<file path="src/rtl/cmi_rx_pkg.sv">
package cmi_rx_pkg;
  localparam logic [1:0] CODE_CMI = 2'b01;

  typedef enum logic [1:0] {
    PAIR_ONE_LO = 2'b00,
    PAIR_ZERO   = 2'b01,
    PAIR_BAD    = 2'b10,
    PAIR_ONE_HI = 2'b11
  } cmi_pair_e;
endpackage

</file>
<file path="src/rtl/cmi_rx_sync.sv">
module cmi_rx_sync #(
  parameter int unsigned STAGES = 2
) (
  input  logic clk_i,
  input  logic rst_ni,
  input  logic d_i,
  output logic lvl_o,
  output logic rise_o
);
  // STAGES synchroniser flops plus one history flop for edge detection
  logic [STAGES:0] sr_q;

  for (genvar g = 0; g <= STAGES; g++) begin : g_stage
    if (g == 0) begin : g_first
      always_ff @(posedge clk_i or negedge rst_ni) begin
        if (!rst_ni) sr_q[0] <= 1'b0;
        else         sr_q[0] <= d_i;
      end
    end else begin : g_next
      always_ff @(posedge clk_i or negedge rst_ni) begin
        if (!rst_ni) sr_q[g] <= 1'b0;
        else         sr_q[g] <= sr_q[g-1];
      end
    end
  end

  assign lvl_o  = sr_q[STAGES-1];
  assign rise_o = sr_q[STAGES-1] & ~sr_q[STAGES];
endmodule

</file>
<file path="src/rtl/cmi_rx_phase.sv">
module cmi_rx_phase #(
  parameter int unsigned OSR = 8
) (
  input  logic clk_i,
  input  logic rst_ni,
  input  logic en_i,
  input  logic lvl_i,
  input  logic rise_i,
  output logic decide_o,
  output logic h0_o,
  output logic h1_o
);
  localparam int unsigned BIT_LEN = 2 * OSR;
  localparam int unsigned PW      = $clog2(BIT_LEN);
  localparam logic [PW-1:0] LAST   = PW'(BIT_LEN - 1);
  localparam logic [PW-1:0] MID    = PW'(OSR);
  localparam logic [PW-1:0] S0     = PW'(OSR / 2);
  localparam logic [PW-1:0] S1     = PW'(OSR + OSR / 2);
  localparam logic [PW-1:0] WIN_LO = PW'(OSR / 2);
  localparam logic [PW-1:0] WIN_HI = PW'(OSR + OSR / 2 - 1);

  logic [PW-1:0] ph_q, pos, ph_d;
  logic          locked_q, armed_q, h0_q;
  logic          in_win, accept;

  // ph_q is the position within the bit of the sample now in lvl_i
  assign in_win = (ph_q >= WIN_LO) && (ph_q <= WIN_HI);
  assign accept = en_i && rise_i && (!locked_q || in_win);
  assign pos    = accept ? MID : ph_q;
  assign ph_d   = (pos == LAST) ? '0 : pos + 1'b1;

  always_ff @(posedge clk_i or negedge rst_ni) begin
    if (!rst_ni) begin
      ph_q     <= '0;
      locked_q <= 1'b0;
      armed_q  <= 1'b0;
      h0_q     <= 1'b0;
    end else begin
      ph_q <= ph_d;
      if (pos == S0) h0_q <= lvl_i;
      if (!en_i) begin
        locked_q <= 1'b0;
        armed_q  <= 1'b0;
      end else begin
        if (accept) locked_q <= 1'b1;
        // first-half sample taken under lock: later decisions are trustworthy
        if (pos == S0 && locked_q) armed_q <= 1'b1;
      end
    end
  end

  assign decide_o = en_i && armed_q && (pos == S1);
  assign h0_o     = h0_q;
  assign h1_o     = lvl_i;
endmodule

</file>
<file path="src/rtl/cmi_rx_symbol.sv">
module cmi_rx_symbol
  import cmi_rx_pkg::*;
(
  input  logic clk_i,
  input  logic rst_ni,
  input  logic en_i,
  input  logic decide_i,
  input  logic h0_i,
  input  logic h1_i,
  output logic bit_en_o,
  output logic nrz_o,
  output logic sym_err_o,
  output logic alt_err_o
);
  cmi_pair_e pair;
  logic      have_one_q, last_lvl_q;
  logic      is_one, nrz_d, sym_d, alt_d;

  assign pair = cmi_pair_e'({h0_i, h1_i});

  always_comb begin
    is_one = 1'b0;
    nrz_d  = 1'b0;
    sym_d  = 1'b0;
    alt_d  = 1'b0;
    unique case (pair)
      PAIR_ZERO: nrz_d = 1'b0;
      PAIR_BAD:  sym_d = 1'b1;
      PAIR_ONE_LO, PAIR_ONE_HI: begin
        is_one = 1'b1;
        nrz_d  = 1'b1;
        alt_d  = have_one_q && (last_lvl_q == h0_i);
      end
      default: nrz_d = 1'b0;
    endcase
  end

  always_ff @(posedge clk_i or negedge rst_ni) begin
    if (!rst_ni) begin
      bit_en_o   <= 1'b0;
      nrz_o      <= 1'b0;
      sym_err_o  <= 1'b0;
      alt_err_o  <= 1'b0;
      have_one_q <= 1'b0;
      last_lvl_q <= 1'b0;
    end else if (!en_i) begin
      bit_en_o   <= 1'b0;
      nrz_o      <= 1'b0;
      sym_err_o  <= 1'b0;
      alt_err_o  <= 1'b0;
      have_one_q <= 1'b0;
    end else begin
      bit_en_o  <= decide_i;
      nrz_o     <= decide_i & nrz_d;
      sym_err_o <= decide_i & sym_d;
      alt_err_o <= decide_i & alt_d;
      if (decide_i && is_one) begin
        have_one_q <= 1'b1;
        last_lvl_q <= h0_i;
      end
    end
  end
endmodule

</file>
<file path="src/rtl/cmi_rx_decoder.sv">
module cmi_rx_decoder
  import cmi_rx_pkg::*;
#(
  parameter int unsigned OSR         = 8,
  parameter int unsigned SYNC_STAGES = 2
) (
  input  logic       clk_i,
  input  logic       rst_ni,
  input  logic       optical_i,
  input  logic [1:0] code_sel_i,
  input  logic       cmi_i,
  output logic       nrz_o,
  output logic       bit_en_o,
  output logic       sym_err_o,
  output logic       alt_err_o
);
  logic en, lvl, rise, decide, h0, h1;

  assign en = optical_i && (code_sel_i == CODE_CMI);

  cmi_rx_sync #(.STAGES(SYNC_STAGES)) u_sync (
    .clk_i  (clk_i),
    .rst_ni (rst_ni),
    .d_i    (cmi_i),
    .lvl_o  (lvl),
    .rise_o (rise)
  );

  cmi_rx_phase #(.OSR(OSR)) u_phase (
    .clk_i    (clk_i),
    .rst_ni   (rst_ni),
    .en_i     (en),
    .lvl_i    (lvl),
    .rise_i   (rise),
    .decide_o (decide),
    .h0_o     (h0),
    .h1_o     (h1)
  );

  cmi_rx_symbol u_symbol (
    .clk_i     (clk_i),
    .rst_ni    (rst_ni),
    .en_i      (en),
    .decide_i  (decide),
    .h0_i      (h0),
    .h1_i      (h1),
    .bit_en_o  (bit_en_o),
    .nrz_o     (nrz_o),
    .sym_err_o (sym_err_o),
    .alt_err_o (alt_err_o)
  );
endmodule

</file>
<file path="config.mk">
export PLATFORM = sky130hd
export DESIGN_NAME = cmi_rx_decoder
export DESIGN_NICKNAME = d
export VERILOG_FILES = /design/src/rtl/cmi_rx_pkg.sv /design/src/rtl/cmi_rx_sync.sv /design/src/rtl/cmi_rx_phase.sv /design/src/rtl/cmi_rx_symbol.sv /design/src/rtl/cmi_rx_decoder.sv
export SDC_FILE = /design/constraint.sdc
export NUM_CORES = 1
export LEC_CHECK = 0
export BUFFER_PORTS_ARGS = -buffer_cell sky130_fd_sc_hd__buf_2
export CORE_MARGIN = 4
export CORE_UTILIZATION = 53
export DETAILED_ROUTE_END_ITERATION = 8
export GPL_TIMING_DRIVEN = 0
export PLACE_DENSITY = 0.83
export SYNTH_ARGS = -nofsm -noshare
export SYNTH_HDL_FRONTEND = slang
export SYNTH_HIERARCHICAL = 1
export SYNTH_SLANG_ARGS = --single-unit
</file>
<file path="constraint.sdc">
create_clock -name clk_i -period 3.25 [get_ports clk_i]
set_clock_uncertainty 0.1 [all_clocks]
set_input_delay 0.65 -clock clk_i [delete_from_list [all_inputs] [get_ports clk_i]]
set_output_delay 0.65 -clock clk_i [all_outputs]
set_load 0.02 [all_outputs]
</file>
# After elaboration in Yosys (flattened, before gate mapping)

Index checks and enable logic that the tools add are counted.
W data, S select, Z words.

Flip-flop bits (word level): 16
Input port bits: 6
Output and inout bits: 4
Logic and storage cells: 60

Add/subtract/negate cells: 1
Magnitude comparators: 2
Eq/ne operators: 10
Mux-type cells: 15
Bitwise logic cells: 5
Reduce and logical (&&, ||, !) cells: 14

Operators by type and width:

| operator              | count |
|---|---|
| $mux W1               | 13 |
| $logic_and A1 B1 Y1   | 9 |
| $eq A4 B4 Y1 const B  | 2 |
| $mux W4               | 2 |
| $add A4 B1 Y4 const B | 1 |
| $and A1 B1 Y1         | 4 |
| $eq A2 B2 Y1 const B  | 2 |
| $eq A4 B3 Y1 const B  | 1 |
| $ge A4 B3 Y1 const B  | 1 |
| $le A4 B4 Y1 const B  | 1 |
| $ne A2 B2 Y1 const B  | 2 |
| $eq A2 B1 Y1 const B  | 1 |
| $logic_not A2 Y1      | 1 |
| $ne A2 B1 Y1 const B  | 1 |
| $reduce_and A2 Y1     | 1 |
| $reduce_or A2 Y1      | 1 |
| $eq A1 B1 Y1          | 1 |
| $logic_not A1 Y1      | 1 |
| $logic_or A1 B1 Y1    | 1 |
| $not A1 Y1            | 1 |

# Logic depth before layout (Yosys ltp)

Gate-level depths: netlist (run 1).

Depth in word-level cells: 10
Gate-level depth with buffers: 9
Mapped depth without buffers: 9

# Cells and area by module

Netlist (run 1), hierarchy kept.

By module, submodules not included:

| module         | instances | cells each | area an instance (um^2) | seq. area each (um^2) |
|---|---|---|---|---|
| cmi_rx_phase   | 1         | 34         | 359.1                   | 175.2 |
| cmi_rx_symbol  | 1         | 16         | 234.0                   | 150.1 |
| cmi_rx_sync    | 1         | 4          | 88.8                    | 75.1 |
| cmi_rx_decoder | 1         | 1          | 8.8                     | 0.0 |

# Worst setup path before layout (run 1)

No wires, ideal clock.

Kind: input -> register
Start point: input code_sel_i[1]
End point: register u_symbol.last_lvl_q
Setup time: 125 ps
Data arrival time: 2214 ps
Required time: 3025 ps
Slack: 811 ps
Stages on the path: 9
Buffers on the path: 0
Cell sequence: and3b_1 > nand2_1 > a21o_1 > nand2_1 > ha_1 > nand4_1 > nor2_1 > and3_4 > mux2_4

Longest elaborated chain between the ends: 9
Elaborated cells on any way between the ends: 10
Classes of those cells: 2 x eq/ne; 1 x mux; 7 x reduce/logical

Ends and longest elaborated chain:

| element                              | line                 | source |
|---|---|---|
| from (decl)                          | cmi_rx_decoder.sv:10 | `input logic [1:0] code_sel_i,` |
| $eq A2 B1 Y1 *                       | cmi_rx_decoder.sv:19 | `assign en = optical_i && (code_sel_i == CODE_CMI);` |
| $logic_and A1 B1 Y1 *                | cmi_rx_decoder.sv:19 |  |
| $logic_and A1 B1 Y1 (2 in series)    | cmi_rx_phase.sv:28   | `assign accept = en_i && rise_i && (!locked_q \|\| in_win);` |
| $mux W4                              | cmi_rx_phase.sv:29   | `assign pos = accept ? MID : ph_q;` |
| $eq A4 B4 Y1                         | cmi_rx_phase.sv:52   | `assign decide_o = en_i && armed_q && (pos == S1);` |
| $logic_and A1 B1 Y1 *                | cmi_rx_phase.sv:52   |  |
| net decide                           | cmi_rx_decoder.sv:17 | `logic en, lvl, rise, decide, h0, h1;` |
| $logic_and A1 B1 Y1 *                | cmi_rx_symbol.sv:57  | `if (decide_i && is_one) begin` |
| $reduce_and A2 Y1 (no source line) * | -                    |  |
| to (signal assigned)                 | cmi_rx_symbol.sv:59  | `last_lvl_q <= h0_i;` |
| to (decl)                            | cmi_rx_symbol.sv:16  | `logic have_one_q, last_lvl_q;` |

The timed path passes the listed nets; every way through them passes the cells marked *.
A chain may end at the register's enable or synchronous reset.

# Worst setup path in the final report (run 1)

Start point: input code_sel_i[1]
End point: register u_symbol.last_lvl_q

Longest elaborated chain between the ends: 9
Elaborated cells on any way between the ends: 10
Classes of those cells: 2 x eq/ne; 1 x mux; 7 x reduce/logical

Ends and longest elaborated chain:

| element                              | line |
|---|---|
| $eq A2 B1 Y1 *                       | cmi_rx_decoder.sv:19 |
| $logic_and A1 B1 Y1 *                | cmi_rx_decoder.sv:19 |
| net en                               | cmi_rx_decoder.sv:17 |
| $logic_and A1 B1 Y1 (2 in series)    | cmi_rx_phase.sv:28 |
| $mux W4                              | cmi_rx_phase.sv:29 |
| $eq A4 B4 Y1                         | cmi_rx_phase.sv:52 |
| $logic_and A1 B1 Y1 *                | cmi_rx_phase.sv:52 |
| net decide                           | cmi_rx_decoder.sv:17 |
| $logic_and A1 B1 Y1 *                | cmi_rx_symbol.sv:57 |
| $reduce_and A2 Y1 (no source line) * | - |

Marks and branches as above.

==> results of run 1 <==
[how the worst max path moves through the flow]
stage	startpoint	to	slack, ns	depth (start not counted)
final	code_sel_i[1]	u_symbol/last_lvl_q	0.70	10
after global routing	code_sel_i[1]	u_symbol/last_lvl_q	0.55	10
after CTS	code_sel_i[1]	u_symbol/last_lvl_q	0.72	10
after detailed placement	code_sel_i[1]	u_symbol/last_lvl_q	0.43	10
after global placement	code_sel_i[1]	u_symbol/last_lvl_q	0.49	10
after floorplan	code_sel_i[1]	u_symbol/last_lvl_q	0.81	9
[sequential cells by signal (all words and copies together), names as in the netlist]
| register | cells |
|---|---|
| u_symbol/sym_err_o | 1 |
| u_symbol/bit_en_o | 1 |
| u_phase/h0_o | 1 |
| u_sync/lvl_o | 1 |
| u_symbol/have_one_q | 1 |
| u_phase/armed_q | 1 |
| u_phase/locked_q | 1 |
| u_symbol/alt_err_o | 1 |
| u_sync/sr_q | 2 |
| u_phase/ph_q | 4 |
| u_symbol/nrz_o | 1 |
| u_symbol/last_lvl_q | 1 |
[worst reg2reg max path, stage by stage, from the launching register on]
cell     delay (ns)
dfrtp_1        0.41
nor2b_4        0.18
nand2_1        0.11
a21o_1         0.23
nand2_1        0.09
ha_1           0.20
nand4_1        0.11
nor2_1         0.21
and3_4         0.24
mux2_4         0.30
[metal layers]
layer  vias up  track usage (%)
met5         -                0
met4         0            7.229
met3         4            3.659
met2        18            27.33
met1       217            15.84
li1        213                -
[where the power goes]
group	switching [mW]	total, mW	internal (mW)
Combinational	0.0600	0.125	0.0652
Sequential	0.0389	0.269	0.230
Clock	0.0599	0.128	0.0681
Total	0.159	0.522	0.363
[area by class of cell]
class | instances | area, um^2 | share of cell area [%]
clock buffers | 4 | 36.28 | 4.596
repair buffers | 9 | 45.04 | 5.705
well taps | 14 | 17.52 | 2.219
flip-flops and latches | 16 | 400.4 | 50.71
multi-input cells | 36 | 275.3 | 34.87
plain buffers | 1 | 7.507 | 0.9509
inverters | 2 | 7.507 | 0.9509
[cells by family (layout without fill, tap and decap cells)]
family	after synthesis	after routing	synth area share, %
adder cells (fa/ha/maj)	3	3	5.435
XOR/XNOR	3	3	3.805
multiplexers	2	2	4.348
AO/OA/AOI/OAI	7	7	6.158
buffers and inverters	3	16	2.175
AND/OR/NAND/NOR	21	21	20.11
flip-flops	16	16	57.97
[layout by cell type, fill, tap and decap left out, drive strengths merged, types with 3 or more instances in the layout]
cell / n
clkbuf: 4
xnor2: 3
and2: 4
nand3: 3
nand2: 4
dfrtp: 16
and3: 3
buf: 10
nor2b: 3
ha: 3
[stage by stage]
| stage | total power [mW] | cell area [um^2] | util, % | hold slack (ns) |
|---|---|---|---|---|
| global route | 0.5569 | 789.5 | 67.41 | 0.1606 |
| CTS | 0.5249 | 789.5 | 67.41 | 0.1592 |
| finish | 0.5219 | 789.5 | 67.41 | 0.1564 |
| floorplan | 0.3559 | 690.7 | - | 0.2312 |
| global placement | 0.3792 | 753.2 | 64.32 | 0.2347 |
| detailed placement | 0.3959 | 753.2 | 64.32 | 0.2397 |
==> run metrics, run 1 <==
Async SR Flop Fraction=100.0%; vias per cell=5.512; min cycle time layout=2.547 ns; Area Overhead vs Synth=14.31%; DIE WIDTH=44.10 um; Post-synth EDFFs=0; Clock transition at path regs=0.09 ns; vias in the first global route=481; Metal-1 WL=486 um; final setup fails=0; Yosys top cell by area=dfrtp_1; reg2reg start=u_sync/lvl_o; die area=1945 um^2; worst hold path type=primary input to asynchronous set/reset pin; worst-case reg-to-reg path depth=9; share of cells above drive strength 1=30.88%; # DRC=0; Crit path arrival time=2.62 ns; port bufs=9; syn avg cell area=12.56 um^2; post-CTS setup buffers=0; max-slew violation count=0; Post-Syn Instances=55; CP endpoint kind=flop; placed insts=78; starting DRC count in detailed routing=17; largest net degree at the start of global routing=17; max_slew headroom=77.52%; TritonCTS buffer count=3; kind of critical path=primary input to flop; wire length on met3=62 um; required time of the critical path=3.32 ns; worst path cell trace=buf_2 > and3b_1 > nand2_1 > a21o_1 > nand2_1 > ha_1 > nand4_1 > nor2_1 > and3_4 > mux2_4; Crit path largest cell delay=0.34 ns; YS warnings=6; post-place setup slack=0.4316 ns; Max Buffers Root-to-Sink=2; Setup crit start kind=primary input; met2 wire len=648 um; Pre-Repair DR Iteration Count=4; Initial Utilization=58.97%; Peak VDD IR=0.3386 mV; setup TNS=0 ns; Mapped Nets=64; status=finished clean; top post-synthesis cells by count=dfrtp_1 (16), nand2_1 (4); most frequent cell after synthesis=dfrtp_1; fin cells=82; antenna violations before repair=0; Die H=44.10 um; Lkg Pwr=0.4119 nW; worst slew pin tran=0.3371 ns; PnR worst setup slack=0.7027 ns; worst r2r dst=u_symbol/last_lvl_q; CTS tree=done; first-pass GRT wire length=2.056 mm; CP top delay family=simple AND/OR/NAND/NOR gates; # rows=12; Max Cap Viol=0; most frequent CP cell=nand2_1; final period utilization=78.38%; Antenna Nets Post-Route=0; H-tree depth=1; antenna cells=0; Clock Latency Late Sink=0.28 ns; final hold viol count=0; RSZ-0062 raised after global routing=false; reg2reg setup slack=0.96 ns; library cells used by synthesis=25; Most used DFF post-synth=dfrtp_1; gr ovfl total=0; Slowest-stage cell, CP=and3b_1; post-synthesis sequential area ratio=57.97%; Synth top area share=57.97%; num ports=10; CTS sink cnt=16; synthesized cell area=690.7 um^2; root buf cell=clkbuf_4; total number of vias=452; WL final=1.216 mm; top cells by area, synth=dfrtp_1 (58%), ha_1 (5.4%), mux2_4 (4.3%), xnor2_1 (3.8%), and2_1 (2.7%); Core Footprint=1171 um^2; Post-CTS Hold Fix Bufs=0; maximum clock frequency=392.6 MHz; synthesized flop and latch total=16; Detailed Place HPWL=924.8 um; WL/cell=14.83 um; CP Max Fanout=8; PD cells=661.0 nW/um^2; Top Metal Used=met4; # fillers=97; all-layer global routing usage=14.97%; Critical path buffers and inverters=1; fin nets=78; post-cts sizing count=0; Final Wtd Congestion=0.7910
(Power assumes the default switching activity.)
==> run 2, diff against run 1 <==
Settings changed: CORE_UTILIZATION 53 to 52, PLACE_DENSITY 0.83 to 0.82.
Clock period 3.25 ns to 2.6 ns, I/O delays scaled along.
==> run metrics, run 2 (same netlist as run 1, synthesis figures left out) <==
met2 wire len=557 um (-14%); PnR worst setup slack=0.2520 ns (-0.4508 ns); status=finished clean; num ports=10 (unchanged); die area=1975 um^2 (+1.6%); largest registers=u_phase/ph_q: 4 flops, u_sync/sr_q: 2 flops; worst path cell trace=buf_2 > and3b_1 > nand2_1 > a21o_1 > nand2_1 > ha_1 > nand4_1 > nor2_1 > and3_4 > mux2_4; post-cts sizing count=0 (unchanged); gr ovfl total=0 (unchanged); Peak VDD IR=0.5231 mV (+54%); RSZ-0062 raised after global routing=false; post-CTS setup buffers=0 (unchanged); port bufs=9 (unchanged); Max Cap Viol=0 (unchanged); Setup crit start kind=primary input; Crit path largest cell delay=0.33 ns (about the same); maximum clock frequency=425.9 MHz; antenna cells=0 (unchanged); vias in the first global route=430 (-11%); Min Hold Slack=0.03186 ns (-0.1245 ns); Lkg Pwr=0.4047 nW (-1.7%); most common cell after layout, fill and taps aside=dfrtp_1; H-tree depth=1 (unchanged); total number of vias=430 (-4.9%); Core Util, Final=66.24% (-1.2 points); kind of critical path=primary input to flop; all-layer global routing usage=14.04% (-0.92 points); Crit path arrival time=2.41 ns (-0.21 ns); fin nets=78 (unchanged); wire length on met3=72 um (+16%); Max Buffers Root-to-Sink=2 (unchanged); Top reg by flops=u_phase/ph_q; Initial Utilization=58.97% (unchanged); first-pass GRT wire length=1.897 mm (-7.7%); reg2reg start=u_sync/lvl_o; reg2reg setup slack=0.37 ns (-0.59 ns); Critical path buffers and inverters=1 (unchanged); # rows=12 (unchanged); Top Metal Used=met4; TritonCTS buffer count=3 (unchanged); Post-CTS Hold Fix Bufs=0 (unchanged); final hold viol count=0 (unchanged); final period utilization=90.31%; CTS sink cnt=16 (unchanged); DIE WIDTH=44.45 um (+0.78%); Core Footprint=1171 um^2 (unchanged); final setup fails=0 (unchanged); Metal-1 WL=425 um (-13%); worst r2r dst=u_symbol/last_lvl_q; share of cells above drive strength 1=29.85% (-1.0 points); Die H=44.45 um (+0.78%); required time of the critical path=2.66 ns (-0.66 ns); most frequent CP cell=nand2_1; CP Depth=10 (unchanged); Detailed Place HPWL=860 um (-7.0%); Area Overhead vs Synth=12.32%; WL final=1.078 mm (-11%); starting DRC count in detailed routing=6 (-11); worst-case reg-to-reg path depth=9 (unchanged); max reg flops=4 (unchanged); worst hold path type=primary input to asynchronous set/reset pin; setup TNS=0 ns (unchanged); CP Max Fanout=8 (unchanged); worst slew pin tran=0.3374 ns (+0.0002868 ns); # DRC=0 (unchanged); Final Wtd Congestion=0.7619 (-3.7%); min cycle time layout=2.348 ns; antenna violations before repair=0 (unchanged); Pre-Repair DR Iteration Count=4 (unchanged); vias per cell=5.309 (-3.7%); max-slew violation count=0 (unchanged); largest net degree at the start of global routing=17 (unchanged); root buf cell=clkbuf_4; CP top delay family=simple AND/OR/NAND/NOR gates; Clock transition at path regs=0.08 ns (about the same); WL/cell=13.31 um (-10%); commonest cells after routing, fill and taps aside=dfrtp_1 (16), buf_2 (9), nand2_1 (4); CP endpoint kind=flop; Slowest-stage cell, CP=and3b_1; CTS tree=done; PD cells=777.5 nW/um^2 (+18%); post-place setup slack=-0.03461 ns (-0.4662 ns); max_slew headroom=77.51% (about the same); Clock Latency Late Sink=0.28 ns (about the same); Antenna Nets Post-Route=0 (unchanged)
[run 2: layer usage]
layer  vias to the layer above  GRT usage, %
li1                        213             -
met1                       201         16.62
met2                        14         22.09
met3                         2         4.065
met4                         0         9.036
met5                         -             0
[run 2: report_power, final]
group          total [mW]  internal [mW]  switching (mW)  leakage (nW)
combinational       0.149         0.0808          0.0678         0.184
clock               0.121         0.0537          0.0676        0.0138
sequential          0.333          0.287          0.0461         0.207
total               0.603          0.422           0.181         0.405
[run 2: how the worst max path moves through the flow]
stage / endpoint / slack (ns) / from
finish: u_symbol/last_lvl_q / 0.25 / code_sel_i[1]
floorplan: u_symbol/last_lvl_q / 0.29 / code_sel_i[1]
detailed placement: u_symbol/last_lvl_q / -0.03 / code_sel_i[1]
CTS: u_symbol/last_lvl_q / 0.26 / code_sel_i[1]
global route: u_symbol/last_lvl_q / 0.05 / code_sel_i[1]
global placement: u_symbol/last_lvl_q / 0.01 / code_sel_i[1]
[run 2: worst reg2reg max path, delay by kind of cell (launching register included)]
kind / cells / cell delay (ns)
fa+ha+maj: 1 / 0.18
mux: 1 / 0.30
flops: 1 / 0.41
compound gates: 1 / 0.23
simple gates: 6 / 0.89
[run 2: stage by stage]
stage / instances / power (mW) / area (um^2)
after floorplan: 55 / 0.4449 / 690.7
after global placement: 78 / 0.4727 / 753.2
after detailed placement: 78 / 0.4872 / 753.2
after CTS: 81 / 0.6106 / 775.7
after global routing: 81 / 0.6499 / 775.7
final: 81 / 0.6032 / 775.7
[run 2: cell type report]
type | count | area (um^2)
Sequential cell | 16 | 400.4
Clock buffer | 3 | 22.52
Tap cell | 14 | 17.52
Fill cell | 97 | 395.4
Multi-Input combinational cell | 36 | 275.3
Timing Repair Buffer | 9 | 45.04
Inverter | 2 | 7.507
Buffer | 1 | 7.507
